`config.mk`:
```
export PLATFORM = sky130hd
export DESIGN_NAME = nco_time_counter
export DESIGN_NICKNAME = d
export VERILOG_FILES = /design/src/rtl/nco_time_pkg.sv /design/src/rtl/nco_bus_decode.sv /design/src/rtl/nco_accum.sv /design/src/rtl/nco_readback.sv /design/src/rtl/nco_time_counter.sv
export SDC_FILE = /design/constraint.sdc
export NUM_CORES = 1
export LEC_CHECK = 0
export ABC_CLOCK_PERIOD_IN_PS = 3700
export BUFFER_PORTS_ARGS = -buffer_cell sky130_fd_sc_hd__clkbuf_2
export CORE_AREA = 10 10 136 232
export CTS_BUF_LIST = sky130_fd_sc_hd__clkbuf_2 sky130_fd_sc_hd__clkbuf_4 sky130_fd_sc_hd__clkbuf_8
export DETAILED_ROUTE_END_ITERATION = 10
export DIE_AREA = 0 0 146 242
export HOLD_SLACK_MARGIN = 0.1
export SLEW_MARGIN = 20
export SYNTH_ARGS = -nofsm -noshare
export SYNTH_HDL_FRONTEND = slang
export SYNTH_SLANG_ARGS = --single-unit
export TNS_END_PERCENT = 30
```
`constraint.sdc`:
```
create_clock -name clk -period 3.7 [get_ports clk]
set_clock_uncertainty 0.2 [all_clocks]
set_input_delay 0.185 -clock clk [delete_from_list [all_inputs] [get_ports clk]]
set_output_delay 0.185 -clock clk [all_outputs]
set_load 0.005 [all_outputs]
```
`src/rtl/nco_time_pkg.sv`:
```
package nco_time_pkg;

    localparam int NCO_CNT_W    = 44;
    localparam int NCO_FRAC_W   = 29;
    localparam int NCO_INT_W    = 3;
    localparam int NCO_DATA_W   = 32;
    localparam int NCO_LO_W     = 4;
    localparam int NCO_TOP_W    = 8;
    localparam int NCO_TOP_LANE = 8;
    localparam int NCO_ADDR_W   = 2;

    typedef enum logic [NCO_ADDR_W-1:0] {
        SEL_LO   = 2'd0,
        SEL_MID  = 2'd1,
        SEL_TOP  = 2'd2,
        SEL_STEP = 2'd3
    } nco_sel_e;

endpackage

```
`src/rtl/nco_bus_decode.sv`:
```
module nco_bus_decode
    import nco_time_pkg::*;
#(
    parameter int ADDR_W = NCO_ADDR_W
) (
    input  logic              bus_valid,
    input  logic              bus_write,
    input  logic [ADDR_W-1:0] bus_addr,
    output logic              wr_lo,
    output logic              wr_mid,
    output logic              wr_top,
    output logic              wr_step,
    output logic              rd_req
);
    logic     wr_any;
    nco_sel_e sel;

    always_comb begin
        sel     = nco_sel_e'(bus_addr);
        wr_any  = bus_valid && bus_write;
        rd_req  = bus_valid && !bus_write;
        wr_lo   = wr_any && (sel == SEL_LO);
        wr_mid  = wr_any && (sel == SEL_MID);
        wr_top  = wr_any && (sel == SEL_TOP);
        wr_step = wr_any && (sel == SEL_STEP);
    end

    always_comb begin
        assert_one_strobe_R5: assert ($onehot0({wr_lo, wr_mid, wr_top, wr_step, rd_req}));
    end
endmodule

```
`src/rtl/nco_accum.sv`:
```
module nco_accum #(
    parameter int CNT_W    = 44,
    parameter int FRAC_W   = 29,
    parameter int INT_W    = 3,
    parameter int DATA_W   = 32,
    parameter int LO_W     = 4,
    parameter int TOP_W    = 8,
    parameter int TOP_LANE = 8,
    parameter int STEP_W   = INT_W + FRAC_W,
    parameter logic [STEP_W-1:0] STEP_RESET = {1'b1, {(STEP_W-1){1'b0}}}
) (
    input  logic              clk,
    input  logic              rst,
    input  logic              wr_lo,
    input  logic              wr_mid,
    input  logic              wr_top,
    input  logic              wr_step,
    input  logic [DATA_W-1:0] wdata,
    output logic [CNT_W-1:0]  count,
    output logic [STEP_W-1:0] step
);
    localparam int MID_W = CNT_W - LO_W - TOP_W;
    localparam int SUM_W = CNT_W + FRAC_W;

    typedef struct packed {
        logic [CNT_W-1:0]  count;
        logic [FRAC_W-1:0] frac;
        logic [STEP_W-1:0] step;
    } acc_state_t;

    acc_state_t       state_d, state_q;
    logic [SUM_W-1:0] sum_d;
    logic             time_wr;

    always_comb begin
        state_d = state_q;
        time_wr = wr_lo || wr_mid || wr_top;
        sum_d   = {state_q.count, state_q.frac} + SUM_W'(state_q.step);
        if (time_wr) begin
            state_d.frac = '0;
            if (wr_lo)  state_d.count[LO_W-1:0]       = wdata[LO_W-1:0];
            if (wr_mid) state_d.count[LO_W +: MID_W]   = wdata[MID_W-1:0];
            if (wr_top) state_d.count[CNT_W-1 -: TOP_W] = wdata[TOP_LANE +: TOP_W];
        end else begin
            {state_d.count, state_d.frac} = sum_d;
        end
        if (wr_step) state_d.step = wdata[STEP_W-1:0];
    end

    always_ff @(posedge clk) begin
        if (rst) state_q <= '{count: '0, frac: '0, step: STEP_RESET};
        else     state_q <= state_d;
    end

    assign count = state_q.count;
    assign step  = state_q.step;

    assert_reset_state_R1: assert property (@(posedge clk)
        rst |=> (state_q.count == '0 && state_q.frac == '0 && state_q.step == STEP_RESET));

    assert_hold_at_zero_step_R4: assert property (@(posedge clk) disable iff (rst)
        (state_q.step == '0 && !time_wr) |=> $stable(state_q.count));

    assert_lo_load_R5: assert property (@(posedge clk) disable iff (rst)
        wr_lo |=> state_q.count[LO_W-1:0] == $past(wdata[LO_W-1:0]));

    assert_frac_clear_R5: assert property (@(posedge clk) disable iff (rst)
        time_wr |=> state_q.frac == '0);

    assert_top_lane_R6: assert property (@(posedge clk) disable iff (rst)
        wr_top |=> state_q.count[CNT_W-1 -: TOP_W] == $past(wdata[TOP_LANE +: TOP_W]));

    assert_step_take_R8: assert property (@(posedge clk) disable iff (rst)
        wr_step |=> state_q.step == $past(wdata[STEP_W-1:0]));
endmodule

```
`src/rtl/nco_readback.sv`:
```
module nco_readback
    import nco_time_pkg::*;
#(
    parameter int CNT_W  = 44,
    parameter int DATA_W = 32,
    parameter int LO_W   = 4,
    parameter int TOP_W  = 8,
    parameter int STEP_W = 32,
    parameter int ADDR_W = NCO_ADDR_W
) (
    input  logic              clk,
    input  logic              rst,
    input  logic              rd_req,
    input  logic [ADDR_W-1:0] addr,
    input  logic [CNT_W-1:0]  count,
    input  logic [STEP_W-1:0] step,
    output logic [DATA_W-1:0] rdata
);
    localparam int MID_W = CNT_W - LO_W - TOP_W;

    logic [DATA_W-1:0] rdata_d, rdata_q;
    logic [DATA_W-1:0] view;

    always_comb begin
        unique case (nco_sel_e'(addr))
            SEL_LO:   view = DATA_W'(count[LO_W-1:0]);
            SEL_MID:  view = DATA_W'(count[LO_W +: MID_W]);
            SEL_TOP:  view = DATA_W'(count[CNT_W-1 -: TOP_W]);
            default:  view = DATA_W'(step);
        endcase
        rdata_d = rdata_q;
        if (rd_req) rdata_d = view;
    end

    always_ff @(posedge clk) begin
        if (rst) rdata_q <= '0;
        else     rdata_q <= rdata_d;
    end

    assign rdata = rdata_q;

    assert_read_step_R7: assert property (@(posedge clk) disable iff (rst)
        (rd_req && addr == SEL_STEP) |=> rdata == DATA_W'($past(step)));

    assert_read_top_R6: assert property (@(posedge clk) disable iff (rst)
        (rd_req && addr == SEL_TOP) |=> rdata[DATA_W-1:TOP_W] == '0);
endmodule

```
`src/rtl/nco_time_counter.sv`:
```
module nco_time_counter
    import nco_time_pkg::*;
#(
    parameter int CNT_W    = NCO_CNT_W,
    parameter int FRAC_W   = NCO_FRAC_W,
    parameter int INT_W    = NCO_INT_W,
    parameter int DATA_W   = NCO_DATA_W,
    parameter int LO_W     = NCO_LO_W,
    parameter int TOP_W    = NCO_TOP_W,
    parameter int TOP_LANE = NCO_TOP_LANE,
    parameter int ADDR_W   = NCO_ADDR_W
) (
    input  logic              clk,
    input  logic              rst,
    input  logic              bus_valid,
    input  logic              bus_write,
    input  logic [ADDR_W-1:0] bus_addr,
    input  logic [DATA_W-1:0] bus_wdata,
    output logic [DATA_W-1:0] bus_rdata,
    output logic [CNT_W-1:0]  time_ns
);
    localparam int STEP_W = INT_W + FRAC_W;

    logic              wr_lo, wr_mid, wr_top, wr_step, rd_req;
    logic [STEP_W-1:0] step;

    nco_bus_decode #(.ADDR_W(ADDR_W)) u_decode (
        .bus_valid (bus_valid),
        .bus_write (bus_write),
        .bus_addr  (bus_addr),
        .wr_lo     (wr_lo),
        .wr_mid    (wr_mid),
        .wr_top    (wr_top),
        .wr_step   (wr_step),
        .rd_req    (rd_req)
    );

    nco_accum #(
        .CNT_W    (CNT_W),
        .FRAC_W   (FRAC_W),
        .INT_W    (INT_W),
        .DATA_W   (DATA_W),
        .LO_W     (LO_W),
        .TOP_W    (TOP_W),
        .TOP_LANE (TOP_LANE)
    ) u_accum (
        .clk     (clk),
        .rst     (rst),
        .wr_lo   (wr_lo),
        .wr_mid  (wr_mid),
        .wr_top  (wr_top),
        .wr_step (wr_step),
        .wdata   (bus_wdata),
        .count   (time_ns),
        .step    (step)
    );

    nco_readback #(
        .CNT_W  (CNT_W),
        .DATA_W (DATA_W),
        .LO_W   (LO_W),
        .TOP_W  (TOP_W),
        .STEP_W (STEP_W),
        .ADDR_W (ADDR_W)
    ) u_readback (
        .clk    (clk),
        .rst    (rst),
        .rd_req (rd_req),
        .addr   (bus_addr),
        .count  (time_ns),
        .step   (step),
        .rdata  (bus_rdata)
    );
endmodule

```
==> metrics.csv, run 1 <==
stage,metric,value,unit
sta,final.period_utilization,95.5,%
setup_path,cp-end-kind,flop,
synth,syn_area,0.00815,mm2
drt,drt_wl_total,31800,um
drt,routedWlPerCell,21.0,um
drt,remaining_drc_errors,0,
sta,timing.final.max_slew_violations,0,
sta,fmax,0.283,GHz
sta,whs,0.258,ns
clock_network,cts_tree,done,
setup_path,path_class,reg2reg,
global_routing,grt_max_degree,38,
setup_path,crit_required,3.91,ns
global_routing,grt_first_pass_wirelength,48600,um
global_routing,grt_pass1_vias,8133,
global_routing,grtUsageTotal,17.5,%
flow_run,maxCapViolCount,0,
synth,synth_warnings,0,
synth,yosysTopAreaCell,dfxtp_1,
synth,yosysTopAreaCellShare,33.6,%
synth,yosysSeqAreaShare,33.6,%
drt,ant_nets,0,
global_routing,gr-total-overflow,0,
clock_network,cts-root-buf,clkbuf_8,
drt,num_vias,8258,
sta,tightestPinTransition,0.756,ns
placed_design,dp.cells,1435,
setup_path,arrival,3.74,ns
clock_network,path_clk_slew,0.08,ns
drt,drt-initial-drc-count,646,
layout,drive_gt1_share,19.5,%
power_and_ir_drop,power.density,344,mW/mm2
placed_design,dp_slack,0.281,ns
sta,finalSetupViolations,0,
layout,postLayoutCoreUtil,35.2,%
synth,syn_nets,1095,
layout,fill_cells,2921,
clock_network,clk_latency,0.49,ns
drt,vias_per_cell,5.46,
sta,fin_crit,3.53,ns
floorplan,die_w,146,um
placed_design,dp_hpwl,24000,um
hold_path,hp-class,reg2reg,
floorplan,die_h,242,um
synth,avgSynthCellArea,7.96,um2
layout,regArea,0.00274,mm2
synth,syn_inst,1024,
global_routing,antenna_found_initial,1,
layout,areaGrowthSynthToFinish,19.3,%
clock_network,cts.htree.levels,4,
floorplan,coreArea,0.0277,mm2
setup_path,path_max_fanout,9,
sta,grt_setup_unrepaired,no,
layout,multi_input_area,0.00479,mm2
layout,finalNonFillerCells,1513,
placed_design,port_buffers,113,
sta,relSlewSlack,49.5,%
power_and_ir_drop,vdd_drop_max,0.227,mV
synth,ys_ff_latch,137,
sta,setup_ws,0.167,ns
clock_network,numCtsBuffers,17,
floorplan,rows,81,
floorplan,die_area,0.0353,mm2
synth,yosys_most_used_dff,dfxtp_1,
placed_design,gp_congestion,0.965,
layout,finalNetCount,1198,
synth,synthArstFlopShare,0,%
synth,synth_enable_flop_cells,0,
floorplan,start_util,29.5,%
synth,netlist_top_cells_area,"dfxtp_1, nand2_1, a21oi_1, nor2_1, ha_1",
power_and_ir_drop,p_leak,3.83,nW
sta,setup_tns,0,ns
clock_network,clock_sinks,137,
sta,finalHoldViolations,0,
synth,synth.distinct_cells,66,
drt,first_pass_iters,7,
floorplan,boundaryPins,114,
setup_path,worstSetupStartpointType,flop,
clock_network,clockBufferDepth,2,
outcome,status,"finished, final reports clean",
## metrics by stage
| step | instance area (um2) | power, W |
|---|---|---|
| global route | 9730 | 0.00345 |
| floorplan | 8150 | 0.00186 |
| finish | 9730 | 0.00334 |
| detailed placement | 8850 | 0.00203 |
| CTS | 9720 | 0.00336 |
| global placement | 8850 | 0.00202 |
## cell usage in the layout (no fill, tap or decap), drive strengths merged, types with 5 or more instances in the layout
| cell | count |
|---|---|
| a211oi | 13 |
| a21o | 17 |
| a21oi | 87 |
| a221oi | 6 |
| a22oi | 46 |
| a31oi | 14 |
| and2 | 12 |
| and3 | 10 |
| buf | 35 |
| clkbuf | 136 |
| dfxtp | 137 |
| dlygate4sd3 | 46 |
| ha | 32 |
| inv | 8 |
| mux2 | 29 |
| nand2 | 130 |
| nand2b | 7 |
| nand3 | 31 |
| nand4 | 27 |
| nor2 | 113 |
| nor3 | 22 |
| nor4 | 11 |
| o211ai | 5 |
| o21ai | 43 |
| o21bai | 7 |
| o22ai | 15 |
| or3 | 5 |
| xnor2 | 26 |
| xor2 | 18 |
## logic make-up (layout without fill, tap and decap cells)
family	count (synthesis)	in the layout	share of synthesized area, %
adders and majority gates	33	33	5.16
AOI/OAI and AO/OA	281	281	22.3
muxes	35	35	5.36
other	0	1	0
buffers and inverters	117	232	7.72
and+or+nand+nor	377	377	21.1
xor gates and xnor gates	44	44	4.73
DFF	137	137	33.6
## worst max-delay path, stage by stage, from the launching register on
cell	delay, ns
dfxtp_1	0.37
ha_1	0.23
fa_1	0.25
a211oi_1	0.11
o21ai_1	0.22
nand3_1	0.13
a31o_1	0.31
o31a_1	0.36
o21a_1	0.35
nor3_1	0.57
a211oi_1	0.15
nor3_1	0.19
## final timing paths
| kind | startpoint | endpoint | depth (start not counted) | slack (ns) |
|---|---|---|---|---|
| setup reg to reg | u_accum.step[0] | u_accum.count[31] | 11 | 0.17 |
| hold reg to reg | u_readback.rdata[0] | u_readback.rdata[0] | 2 | 0.26 |
| setup / recovery | u_accum.step[0] | u_accum.count[31] | 11 | 0.17 |
| hold / removal | u_readback.rdata[0] | u_readback.rdata[0] | 2 | 0.26 |
## registers in the layout (all words and copies together), names as in the netlist
name	count
u_readback.rdata	32
u_accum.count	44
u_accum.state_q	29
u_accum.step	32
## synthesized netlist by cell type (5+ instances only)
cell and number:
a211oi_1 12, a21o_1 17, a21oi_1 87, a221oi_1 6, a22oi_1 46, a31oi_1 14, and2_1 12, and3_1 10
buf_2 6, buf_4 44, clkbuf_1 52, dfxtp_1 137, ha_1 32, inv_1 8, mux2_2 29, nand2_1 130
nand2b_1 7, nand3_1 31, nand4_1 26, nor2_1 113, nor3_1 20, nor4_1 10, o211ai_1 5, o21ai_0 32
o21ai_1 10, o21bai_1 7, o22ai_1 15, or3_1 5, xnor2_1 26, xor2_1 18
## area by class of cell
cell class / count / area share [%]
Multi-Input combinational cell: 770 / 49.3
Sequential cell: 137 / 28.2
Timing Repair Buffer: 193 / 13.2
Tap cell: 373 / 4.80
Clock buffer: 24 / 3.27
Clock inverter: 7 / 0.926
Inverter: 8 / 0.309
Antenna cell: 1 / 0.0257
## report_power, final
part / internal [W] / switching (W)
Sequential: 0.00152 / 0.0000650
Combinational: 0.000180 / 0.000268
Clock: 0.000696 / 0.000617
## routing by layer
metal  global-route usage [%]  vias to the layer above  part of all wire, %
met5                        0                        -                    0
met2                     32.0                      356                   52
met3                     3.27                      108                  5.1
met1                     17.6                     3940                   36
li1                         -                     3854                    -
met4                     11.7                        0                  6.2
## repair_timing
item,CTS,global route
resized for setup,0,1
setup buffers,0,0
endpoints found under the setup margin,0,1
endpoints found under the hold margin,92,0
hold buffers,46,0
Power figures use the tool's default switching activity.
==> inputs of run 2 (changes only) <==
Settings changed: RECOVER_POWER set to 25.
==> run 2 against run 1 <==
Net effect:
- sequential power barely moved
- clock-buffer cell count unchanged
- sequential cell count stayed put
- routed wire length is 0.30% higher
- combinational power down 0.9%
- worst hold slack worse by 0.00077 ns
- power fell by 0.12%
- via count increased by 0.50%
- register-to-register slack worse by 0.02 ns
- critical path type unchanged
- highest routed layer unchanged
==> metrics.csv, run 2 (synthesis gave the netlist of run 1 again) <==
stage,metric,value,unit,change
outcome,status,"finished, final reports clean",,unchanged
clock_network,clockBufferDepth,2,,unchanged
setup_path,path_class,reg2reg,,unchanged
layout,layout_common_cells,"dfxtp_1, nand2_1, nor2_1",,"was dfxtp_1, nand2_1, nor2_1, clkbuf_2, a21oi_1"
clock_network,clock_sinks,137,,unchanged
sta,setup_tns,0,ns,unchanged
floorplan,start_util,29.5,%,unchanged
power_and_ir_drop,vdd_drop_max,0.227,mV,about the same
sta,fin_crit,3.55,ns,was 3.53 ns
layout,drive_gt1_share,15.4,%,was 19.5%
layout,layout_commonest_cell,dfxtp_1,,unchanged
layout,fill_cells,2933,,was 2921
placed_design,port_buffers,113,,unchanged
placed_design,gp_congestion,0.965,,unchanged
sta,timing.final.max_slew_violations,0,,unchanged
global_routing,grtUsageTotal,17.5,%,unchanged
setup_path,r2r_cells,11,,unchanged
global_routing,grt_first_pass_wirelength,48600,um,unchanged
drt,num_vias,8299,,was 8258
setup_path,path_max_fanout,9,,unchanged
clock_network,path_clk_slew,0.09,ns,was 0.08 ns
placed_design,place_area,0.00885,mm2,unchanged
setup_path,worstSetupStartpointType,flop,,unchanged
setup_path,cpMaxStageDelayCell,nor3_1,,unchanged
power_and_ir_drop,power.density,346,mW/mm2,was 344 mW/mm2
hold_path,hp-class,reg2reg,,unchanged
global_routing,grt_max_degree,38,,unchanged
setup_path,max_stage_delay,0.58,ns,was 0.57 ns
sta,fmax,0.281,GHz,was 0.283 GHz
power_and_ir_drop,p_leak,3.67,nW,was 3.83 nW
clock_network,cts_tree,done,,unchanged
layout,largest_reg_flops,44,,unchanged
clock_network,clk_latency,0.49,ns,about the same
floorplan,die_h,242,um,unchanged
clock_network,cts-root-buf,clkbuf_8,,unchanged
layout,areaGrowthSynthToFinish,18.5,%,was 19.3%
drt,remaining_drc_errors,0,,unchanged
clock_network,post_cts_buffers,0,,unchanged
drt,drt-initial-drc-count,740,,was 646
global_routing,grt_pass1_vias,8133,,unchanged
sta,final.period_utilization,96.0,%,was 95.5%
clock_network,numCtsBuffers,17,,unchanged
floorplan,coreArea,0.0277,mm2,unchanged
floorplan,boundaryPins,114,,unchanged
setup_path,crit_required,3.90,ns,was 3.91 ns
floorplan,die_w,146,um,unchanged
hold_path,whs_path_depth,2,,unchanged
sta,finalHoldViolations,0,,unchanged
setup_path,ff2ff_setup_slack,0.15,ns,was 0.17 ns
drt,routedWlPerCell,21.1,um,was 21.0 um
sta,finalSetupViolations,0,,unchanged
drt,drt_wl_total,31900,um,was 31800 um
floorplan,die_area,0.0353,mm2,unchanged
drt,vias_per_cell,5.49,,was 5.46
clock_network,cts.htree.levels,4,,unchanged
layout,finalInstanceArea,0.00966,mm2,was 0.00973 mm2
sta,tightestPinTransition,0.750,ns,was 0.756 ns
drt,ant_nets,0,,unchanged
floorplan,rows,81,,unchanged
global_routing,gr-total-overflow,0,,unchanged
layout,finalNetCount,1198,,unchanged
global_routing,antenna_found_initial,1,,unchanged
setup_path,crit_chain,ha_1 -> fa_1 -> a211oi_1 -> o21ai_1 -> nand3_1 -> a31o_1 -> o31a_1 -> o21a_1 -> nor3_1 -> a211oi_1 -> nor3_1,,unchanged
sta,relSlewSlack,49.9,%,was 49.5%
drt,first_pass_iters,6,,was 7
placed_design,dp_hpwl,24000,um,unchanged
sta,grt_setup_unrepaired,no,,unchanged
setup_path,arrival,3.76,ns,was 3.74 ns
flow_run,maxCapViolCount,0,,unchanged
setup_path,cp-end-kind,flop,,unchanged
==> run 2: per-layer routing <==
| layer | routed length, um | global-route usage, % | vias up |
|---|---|---|---|
| li1 | - | - | 3854 |
| met5 | 0 | 0 | - |
| met3 | 1700 | 3.27 | 101 |
| met2 | 16800 | 32.0 | 344 |
| met1 | 11500 | 17.6 | 4000 |
| met4 | 1960 | 11.7 | 0 |
==> run 2: timing repair <==
item                                    CTS  global route
endpoints found under the hold margin    92             0
hold buffers                             46             0
endpoints found under the setup margin    0             1
gates resized for setup                   0             1
==> run 2: final cells by class <==
| class | instances | area (um2) | area share [%] |
|---|---|---|---|
| inverters | 8 | 30.0 | 0.311 |
| multi-input cells | 770 | 4790 | 49.6 |
| flip-flops and latches | 137 | 2740 | 28.4 |
| repair buffers | 193 | 1220 | 12.6 |
| clock buffers | 24 | 318 | 3.29 |
| well taps | 373 | 467 | 4.83 |
| clock inverters | 7 | 90.1 | 0.932 |
| diodes | 1 | 2.50 | 0.0259 |
==> run 2: worst paths after layout <==
check,startpoint,to
worst max-delay path,u_accum.step[0],u_accum.count[31]
worst min-delay path,u_readback.rdata[0],u_readback.rdata[0]
worst max register to register,u_accum.step[0],u_accum.count[31]
worst min register to register,u_readback.rdata[0],u_readback.rdata[0]
==> run 2: per-stage QoR <==
stage	std cells	setup slack, ns	total power (W)	hold WS (ns)	utilization [%]
after floorplan	1024	0.767	0.00186	0.109	-
after global placement	1435	0.357	0.00202	0.227	32.0
after detailed placement	1435	0.281	0.00203	0.247	32.0
after CTS	1512	0.249	0.00336	0.261	35.1
after global routing	1513	0.0550	0.00344	0.291	34.9
final	1513	0.147	0.00334	0.258	34.9
==> run 2: critical path, delay by kind of cell, from the launching register on <==
family,cells,cell delay [ns]
fa+ha+maj,2,0.47
flops,1,0.37
simple gates,3,0.91
compound gates,6,1.50
==> run 2: power by group <==
part	total, W	switching (W)	internal (W)
Clock	0.00131	0.000617	0.000696
Sequential	0.00158	0.0000650	0.00152
Combinational	0.000444	0.000268	0.000176
Total	0.00334	0.000950	0.00239
